### src/rtl/cfgrd_pkg.sv
package cfgrd_pkg;
   function automatic int unsigned ptr_width(input int unsigned depth);
      return (depth < 2) ? 1 : $clog2(depth);
   endfunction
endpackage

### src/rtl/cfgrd_pol.sv
module cfgrd_pol #(
   parameter int RST_POL = 1
) (
   input  logic raw_i,
   output logic rst_hit_o
);
   generate
      if (RST_POL == 1) begin : g_high
         assign rst_hit_o = raw_i;
      end else begin : g_low
         assign rst_hit_o = ~raw_i;
      end
   endgenerate
endmodule

### src/rtl/cfgrd_store.sv
module cfgrd_store #(
   parameter int DEPTH = 1024,
   parameter int AW    = 10
) (
   input  logic          clk_i,
   input  logic          we_i,
   input  logic [AW-1:0] waddr_i,
   input  logic          wbit_i,
   input  logic [AW-1:0] raddr_i,
   output logic          rbit_o
);
   logic bits_q [DEPTH];

   always_ff @(posedge clk_i) begin
      if (we_i) bits_q[waddr_i] <= wbit_i;
   end

   assign rbit_o = bits_q[raddr_i];
endmodule

### src/rtl/cfgrd_ptr.sv
module cfgrd_ptr #(
   parameter int DEPTH = 1024,
   parameter int AW    = 10
) (
   input  logic          clk_i,
   input  logic          por_n_i,
   input  logic          ser_en_i,
   input  logic          ce_n_i,
   input  logic          rst_hit_i,
   output logic [AW-1:0] ptr_o,
   output logic          end_o
);
   localparam logic [AW-1:0] LAST = AW'(DEPTH - 1);

   logic [AW-1:0] ptr_q;
   logic          end_q;
   logic          clear, run;

   assign clear = ser_en_i & rst_hit_i;
   assign run   = ser_en_i & ~ce_n_i & ~rst_hit_i & ~end_q;

   always_ff @(posedge clk_i or negedge por_n_i) begin
      if (!por_n_i) begin
         ptr_q <= '0;
         end_q <= 1'b0;
      end else if (clear) begin
         ptr_q <= '0;
         end_q <= 1'b0;
      end else if (run) begin
         if (ptr_q == LAST) end_q <= 1'b1;
         else               ptr_q <= ptr_q + AW'(1);
      end
   end

   assign ptr_o = ptr_q;
   assign end_o = end_q;

   assert_hold_standby_R5: assert property (@(posedge clk_i) disable iff (!por_n_i)
      (ser_en_i && ce_n_i && !rst_hit_i) |=> $stable(ptr_q));
   assert_hold_serial_off_R9: assert property (@(posedge clk_i) disable iff (!por_n_i)
      (!ser_en_i) |=> ($stable(ptr_q) && $stable(end_q)));
   assert_clear_R4: assert property (@(posedge clk_i) disable iff (!por_n_i)
      (ser_en_i && rst_hit_i) |=> (ptr_q == '0 && !end_q));
   assert_step_R3: assert property (@(posedge clk_i) disable iff (!por_n_i)
      (ser_en_i && !ce_n_i && !rst_hit_i && !end_q && ptr_q != LAST)
      |=> (ptr_q == $past(ptr_q) + AW'(1)));
   assert_no_wrap_R6: assert property (@(posedge clk_i) disable iff (!por_n_i)
      (end_q && !(ser_en_i && rst_hit_i)) |=> (end_q && ptr_q == LAST));
endmodule

### src/rtl/cfg_serial_reader.sv
module cfg_serial_reader
   import cfgrd_pkg::*;
#(
   parameter int DEPTH   = 1024,
   parameter int RST_POL = 1,
   parameter int AW      = ptr_width(DEPTH)
) (
   input  logic          clk_i,
   input  logic          por_n_i,
   input  logic          ser_en_i,
   input  logic          ce_n_i,
   input  logic          rst_oe_i,
   input  logic          ld_we_i,
   input  logic [AW-1:0] ld_addr_i,
   input  logic          ld_bit_i,
   output logic          dout_o,
   output logic          dout_oe_o,
   output logic          ceo_n_o
);
   generate
      if (DEPTH < 2) begin : g_bad_depth
         $error("cfg_serial_reader: DEPTH must be at least 2");
      end
      if (RST_POL != 0 && RST_POL != 1) begin : g_bad_pol
         $error("cfg_serial_reader: RST_POL must be 0 or 1");
      end
      if ((1 << AW) < DEPTH) begin : g_bad_aw
         $error("cfg_serial_reader: AW too narrow for DEPTH");
      end
   endgenerate

   logic          rst_hit;
   logic [AW-1:0] ptr;
   logic          at_end;
   logic          cur_bit;

   cfgrd_pol #(.RST_POL(RST_POL)) u_pol (
      .raw_i     (rst_oe_i),
      .rst_hit_o (rst_hit)
   );

   cfgrd_ptr #(.DEPTH(DEPTH), .AW(AW)) u_ptr (
      .clk_i     (clk_i),
      .por_n_i   (por_n_i),
      .ser_en_i  (ser_en_i),
      .ce_n_i    (ce_n_i),
      .rst_hit_i (rst_hit),
      .ptr_o     (ptr),
      .end_o     (at_end)
   );

   cfgrd_store #(.DEPTH(DEPTH), .AW(AW)) u_store (
      .clk_i   (clk_i),
      .we_i    (ld_we_i),
      .waddr_i (ld_addr_i),
      .wbit_i  (ld_bit_i),
      .raddr_i (ptr),
      .rbit_o  (cur_bit)
   );

   logic selected;
   assign selected  = ser_en_i & ~ce_n_i & ~rst_hit;
   assign dout_oe_o = selected & ~at_end;
   assign ceo_n_o   = ~(selected & at_end);
   assign dout_o    = cur_bit;

   assert_handoff_exclusive_R6: assert property (@(posedge clk_i) disable iff (!por_n_i)
      !(dout_oe_o && !ceo_n_o));
   assert_serial_off_silent_R9: assert property (@(posedge clk_i) disable iff (!por_n_i)
      (!ser_en_i) |-> (!dout_oe_o && ceo_n_o));
   assert_standby_silent_R5: assert property (@(posedge clk_i) disable iff (!por_n_i)
      ce_n_i |-> (!dout_oe_o && ceo_n_o));
   assert_end_drops_drive_R6: assert property (@(posedge clk_i) disable iff (!por_n_i)
      ($fell(dout_oe_o) && $stable(ce_n_i) && $stable(rst_oe_i) && $stable(ser_en_i)
       && ser_en_i && !ce_n_i) |-> !ceo_n_o);
endmodule

### config.mk
export PLATFORM = sky130hd
export DESIGN_NAME = cfg_serial_reader
export DESIGN_NICKNAME = d
export VERILOG_FILES = /design/src/rtl/cfgrd_pkg.sv /design/src/rtl/cfgrd_pol.sv /design/src/rtl/cfgrd_store.sv /design/src/rtl/cfgrd_ptr.sv /design/src/rtl/cfg_serial_reader.sv
export SDC_FILE = /design/constraint.sdc
export NUM_CORES = 2
export LEC_CHECK = 0
export BUFFER_PORTS_ARGS = -buffer_cell sky130_fd_sc_hd__buf_2
export CORE_MARGIN = 3
export CORE_UTILIZATION = 60
export CTS_BUF_LIST = sky130_fd_sc_hd__clkbuf_4 sky130_fd_sc_hd__clkbuf_8
export DETAILED_ROUTE_END_ITERATION = 6
export GPL_TIMING_DRIVEN = 0
export PLACE_DENSITY = 0.81
export RECOVER_POWER = 25
export SLEW_MARGIN = 20
export SYNTH_ARGS = -nofsm -noshare
export SYNTH_HDL_FRONTEND = slang
export SYNTH_SLANG_ARGS = --single-unit
### constraint.sdc
create_clock -name clk_i -period 3.8 [get_ports clk_i]
set_input_delay 0.57 -clock clk_i [delete_from_list [all_inputs] [get_ports clk_i]]
set_output_delay 0.57 -clock clk_i [all_outputs]
set_load 0.02 [all_outputs]
==> impl_table.tex <==
\begin{tabular}{lr}
\hline
Metric & Value \\
\hline
\multicolumn{2}{l}{\textbf{Timing}} \\
Unrepaired setup endpoints after global routing & yes \\
Final clock skew & 0.005275 ns \\
Final critical-path required period & 4.856 ns \\
Headroom to the max-slew limit & -0.2698 \\
Transition time of the tightest slew-check pin & 1.905 ns \\
Number of pins exceeding their max-slew limit in the final report & 451 \\
Total count of hold-check failures in the final report & 0 \\
Post-route clock period utilization & 1.278 \\
Max Freq & 205.9 MHz \\
Number of endpoints failing setup at the final stage & 224 \\
Worst setup margin & -1.056 ns \\
Min Hold Slack & 0.2760 ns \\
\multicolumn{2}{l}{\textbf{Power}} \\
Leakage Power & 15.23 nW \\
Highest ir drop seen on vdd & 0.0003003 V \\
PD cells & 487.6 nW/um2 \\
\multicolumn{2}{l}{\textbf{GRT}} \\
Global route hottest layer & met2 \\
Total global routing overflow & 0 \\
First-pass GRT wire length & 212600 um \\
Met1 global-route usage & 0.4771 \\
Met3 usage & 0.1667 \\
Met2 Use GR & 0.5574 \\
Antenna violations before repair & 14 \\
All-layer global routing usage & 0.3947 \\
Via count of the first global-routing pass & 30319 \\
Largest net degree at the start of global routing & 175 \\
\multicolumn{2}{l}{\textbf{Yosys}} \\
Synth Warn \# & 0 \\
Synth Register Bits & 1035 \\
Distinct cell type count after synthesis & 67 \\
Post-synth EDFFs & 1024 \\
Sequential share of the synthesized area & 0.6871 \\
Share of synthesized flip-flops with an asynchronous set or reset & 0.01063 \\
Cells after Synth & 3121 \\
Summed instance area of the synthesized netlist & 45150 um2 \\
Synthesized Nets & 3139 \\
Post-synth top flop & edfxtp\_1 \\
Post-synthesis area per instance & 14.47 um2 \\
\multicolumn{2}{l}{\textbf{Clock tree}} \\
Clk\_lat worst skew & 0.86 ns \\
Clk slew on worst S/H paths & 0.06 ns \\
CTS sink count & 1035 \\
CTS tree & yes \\
Number of H-tree levels & 4 \\
Max clock buf depth & 3 \\
Clock Tree Root & clkbuf\_8 \\
TritonCTS Buffers & 162 \\
\multicolumn{2}{l}{\textbf{Setup path}} \\
Worst Path Buf+Inv & 1 \\
Required @ worst endpoint & 3.23 ns \\
Crit path DAT & 4.29 ns \\
Startpoint of the most critical register-to-register path & u\_ptr.ptr\_o[6] \\
Worst R2R Setup Slack & 0.97 ns \\
Worst-path maximum fanout & 10 \\
Cell chain of the critical path & and2\_2, nand2\_1, o22ai\_1, nor4\_1, a21oi\_1, o41ai\_4, nor4b\_4, o32ai\_2, buf\_4 \\
Critical path type & reg -> out \\
Type of origin of the critical path & flip-flop \\
End point of the critical path & dout\_o \\
Slowest stage delay, CP & 0.73 ns \\
Slowest-stage cell, CP & dfrtp\_1 \\
Category of cells accounting for the largest share of critical-path delay & simple AND/OR/NAND/NOR gates \\
FF-to-FF End & u\_ptr.ptr\_o[9] \\
Cell depth of the worst setup path & 9 \\
Capturing element type of the critical path & primary output \\
Origin of the worst setup path & u\_ptr.ptr\_o[4] \\
R2R depth & 7 \\
\multicolumn{2}{l}{\textbf{Floorplanning}} \\
Num ports & 20 \\
Core ar. & 73700 um2 \\
Vert. Die Dim & 280.3 um \\
Row Count & 99 \\
DIE AREA & 78580 um2 \\
Starting density of the core & 0.6126 \\
Die X & 280.3 um \\
\multicolumn{2}{l}{\textbf{Route}} \\
DR pass1 iterations & 7 \\
Routed vias & 31570 \\
Per-cell via count in the routed design & 7.078 \\
Residual DRC count & 29 \\
Post-route antenna net violation count & 0 \\
Detailed Route Iter0 Violations & 6569 \\
Total Routed Length & 154500 um \\
Drt wl/cell & 34.65 um \\
\multicolumn{2}{l}{\textbf{Outcome}} \\
Run status & finished with violations \\
Violations in the final reports & DRC, capacitance limit, slew limit, setup timing \\
\multicolumn{2}{l}{\textbf{Hold path}} \\
Class of the worst hold path & in -> async \\
\multicolumn{2}{l}{\textbf{Final layout}} \\
Fin area & 51600 um2 \\
Area added between synthesis and finish & 14.28\% \\
Most frequent cells in the layout & nor2\_1, edfxtp\_1, mux4\_2 \\
Share of post-route cells with drive strength above 1 & 0.2046 \\
Net count of the finished layout & 3382 \\
Most frequent standard cell in the layout excluding fill and tap cells & nor2\_1 \\
Fill cell instance count of the final layout & 4561 \\
\multicolumn{2}{l}{\textbf{Placement}} \\
Detailed placer's ending HPWL & 96100 um \\
Routability congestion estimate from global placement & 1.070 \\
Post-Place Cell Area & 46660 um2 \\
Number of I/O port buffers & 19 \\
\multicolumn{2}{l}{\textbf{Run}} \\
Number of violations of the max-capacitance limit & 4 \\
\hline
\end{tabular}
-- per-stage QoR --
stage	utilization	total power [mW]	setup slack (ns)	cells	TNS, ns
after floorplan	-	14.22	0.5667	3121	0
after global placement	0.6302	15.32	-8.127	4099	-8235.53
after detailed placement	0.6330	15.24	-1.579	4105	-2.099
after CTS	0.6972	24.78	-0.7703	4431	-0.7703
after global routing	0.6999	25.58	-0.9205	4452	-97.45
final	0.7001	25.16	-1.056	4460	-21.98
-- what timing repair did --
| action | CTS | global route |
|---|---|---|
| cloned | 6 | 0 |
| hold endpoints to repair | 12 | 0 |
| hold buffers | 3 | 0 |
| pin swaps | 17 | 12 |
| gates resized for setup | 257 | 14 |
| setup endpoints to repair | 4 | 1 |
| setup buffers | 30 | 18 |
-- Yosys cell counts, types with 10 or more instances --
master | number | area share
nor2_1 | 1052 | 0.087
edfxtp_1 | 1024 | 0.68
mux4_2 | 231 | 0.12
clkbuf_1 | 172 | 0.014
mux2i_1 | 103 | 0.023
nand2_1 | 89 | 0.0074
buf_1 | 58 | 0.0048
nand3_1 | 39 | 0.0043
buf_2 | 31 | 0.0034
a22oi_1 | 30 | 0.0050
a21oi_1 | 23 | 0.0025
buf_6 | 21 | 0.0052
nor2b_1 | 19 | 0.0026
o21ai_0 | 19 | 0.0021
nor3_1 | 18 | 0.0020
a221oi_1 | 15 | 0.0029
a211oi_1 | 14 | 0.0023
dfrtp_1 | 11 | 0.0061
mux2_2 | 10 | 0.0025
-- area by class of cell --
class | instances | area [um2] | share of cell area
Sequential cell | 1035 | 31030 | 0.6013
Antenna cell | 11 | 27.53 | 0.0005335
Inverter | 5 | 21.27 | 0.0004122
Buffer | 299 | 2255 | 0.04369
Tap cell | 959 | 1200 | 0.02325
Multi-Input combinational cell | 1779 | 13020 | 0.2522
Timing Repair Buffer | 82 | 907.1 | 0.01758
Clock inverter | 71 | 491.7 | 0.009529
Clock buffer | 219 | 2658 | 0.05150
-- per-layer routing --
| metal | wire, um | vias to the layer above | share of wire |
|---|---|---|---|
| met5 | 31 | - | 0.00020 |
| met4 | 15680 | 6 | 0.10 |
| met3 | 26540 | 913 | 0.17 |
| met2 | 65390 | 3246 | 0.42 |
| met1 | 46880 | 15386 | 0.30 |
| li1 | - | 12019 | - |
-- sequential cells by signal (all words and copies together), names as in the netlist --
name,cells
u_ptr.end_o,1
u_ptr.ptr_o,10
u_store.bits_q,1024
-- worst reg2reg max path, cell delays in order (launching register included) --
cell     delay [ns]
dfrtp_1        1.05
nand2_1        0.26
or3_1          0.47
o21a_1         0.31
and4_1         0.27
nor2b_1        0.14
xnor2_1        0.14
nor2_1         0.06
-- worst min path at each step --
stage	end	from	slack, ns
final	u_ptr.ptr_o[8]	por_n_i	0.28
after global routing	u_ptr.end_o	por_n_i	0.32
after CTS	u_ptr.ptr_o[4]	por_n_i	0.1
after detailed placement	u_ptr.end_o	por_n_i	0.47
after global placement	u_ptr.end_o	por_n_i	0.46
after floorplan	u_ptr.end_o	por_n_i	0.27
-- kinds of logic (layout without fill, tap and decap cells) --
kind of cell | after synthesis | after routing | share of synthesized area
xor gates and xnor gates | 9 | 9 | 0.001746
adders and majority gates | 1 | 1 | 0.0002771
muxes | 346 | 346 | 0.1417
other | 0 | 11 | 0
buffers and inverters | 307 | 676 | 0.03306
and+or+nand+nor | 1268 | 1268 | 0.1116
AOI/OAI and AO/OA | 155 | 155 | 0.02447
DFF | 1035 | 1035 | 0.6871
-- where the power goes --
group          total [mW]  internal [mW]  leakage (nW)  switching [mW]
combinational        3.24           1.40          4.21            1.84
clock                9.36           4.80          1.66            4.56
sequential           12.6           12.6          9.35         0.00837
total                25.2           18.8          15.2            6.40
Power figures use the tool's default switching activity.
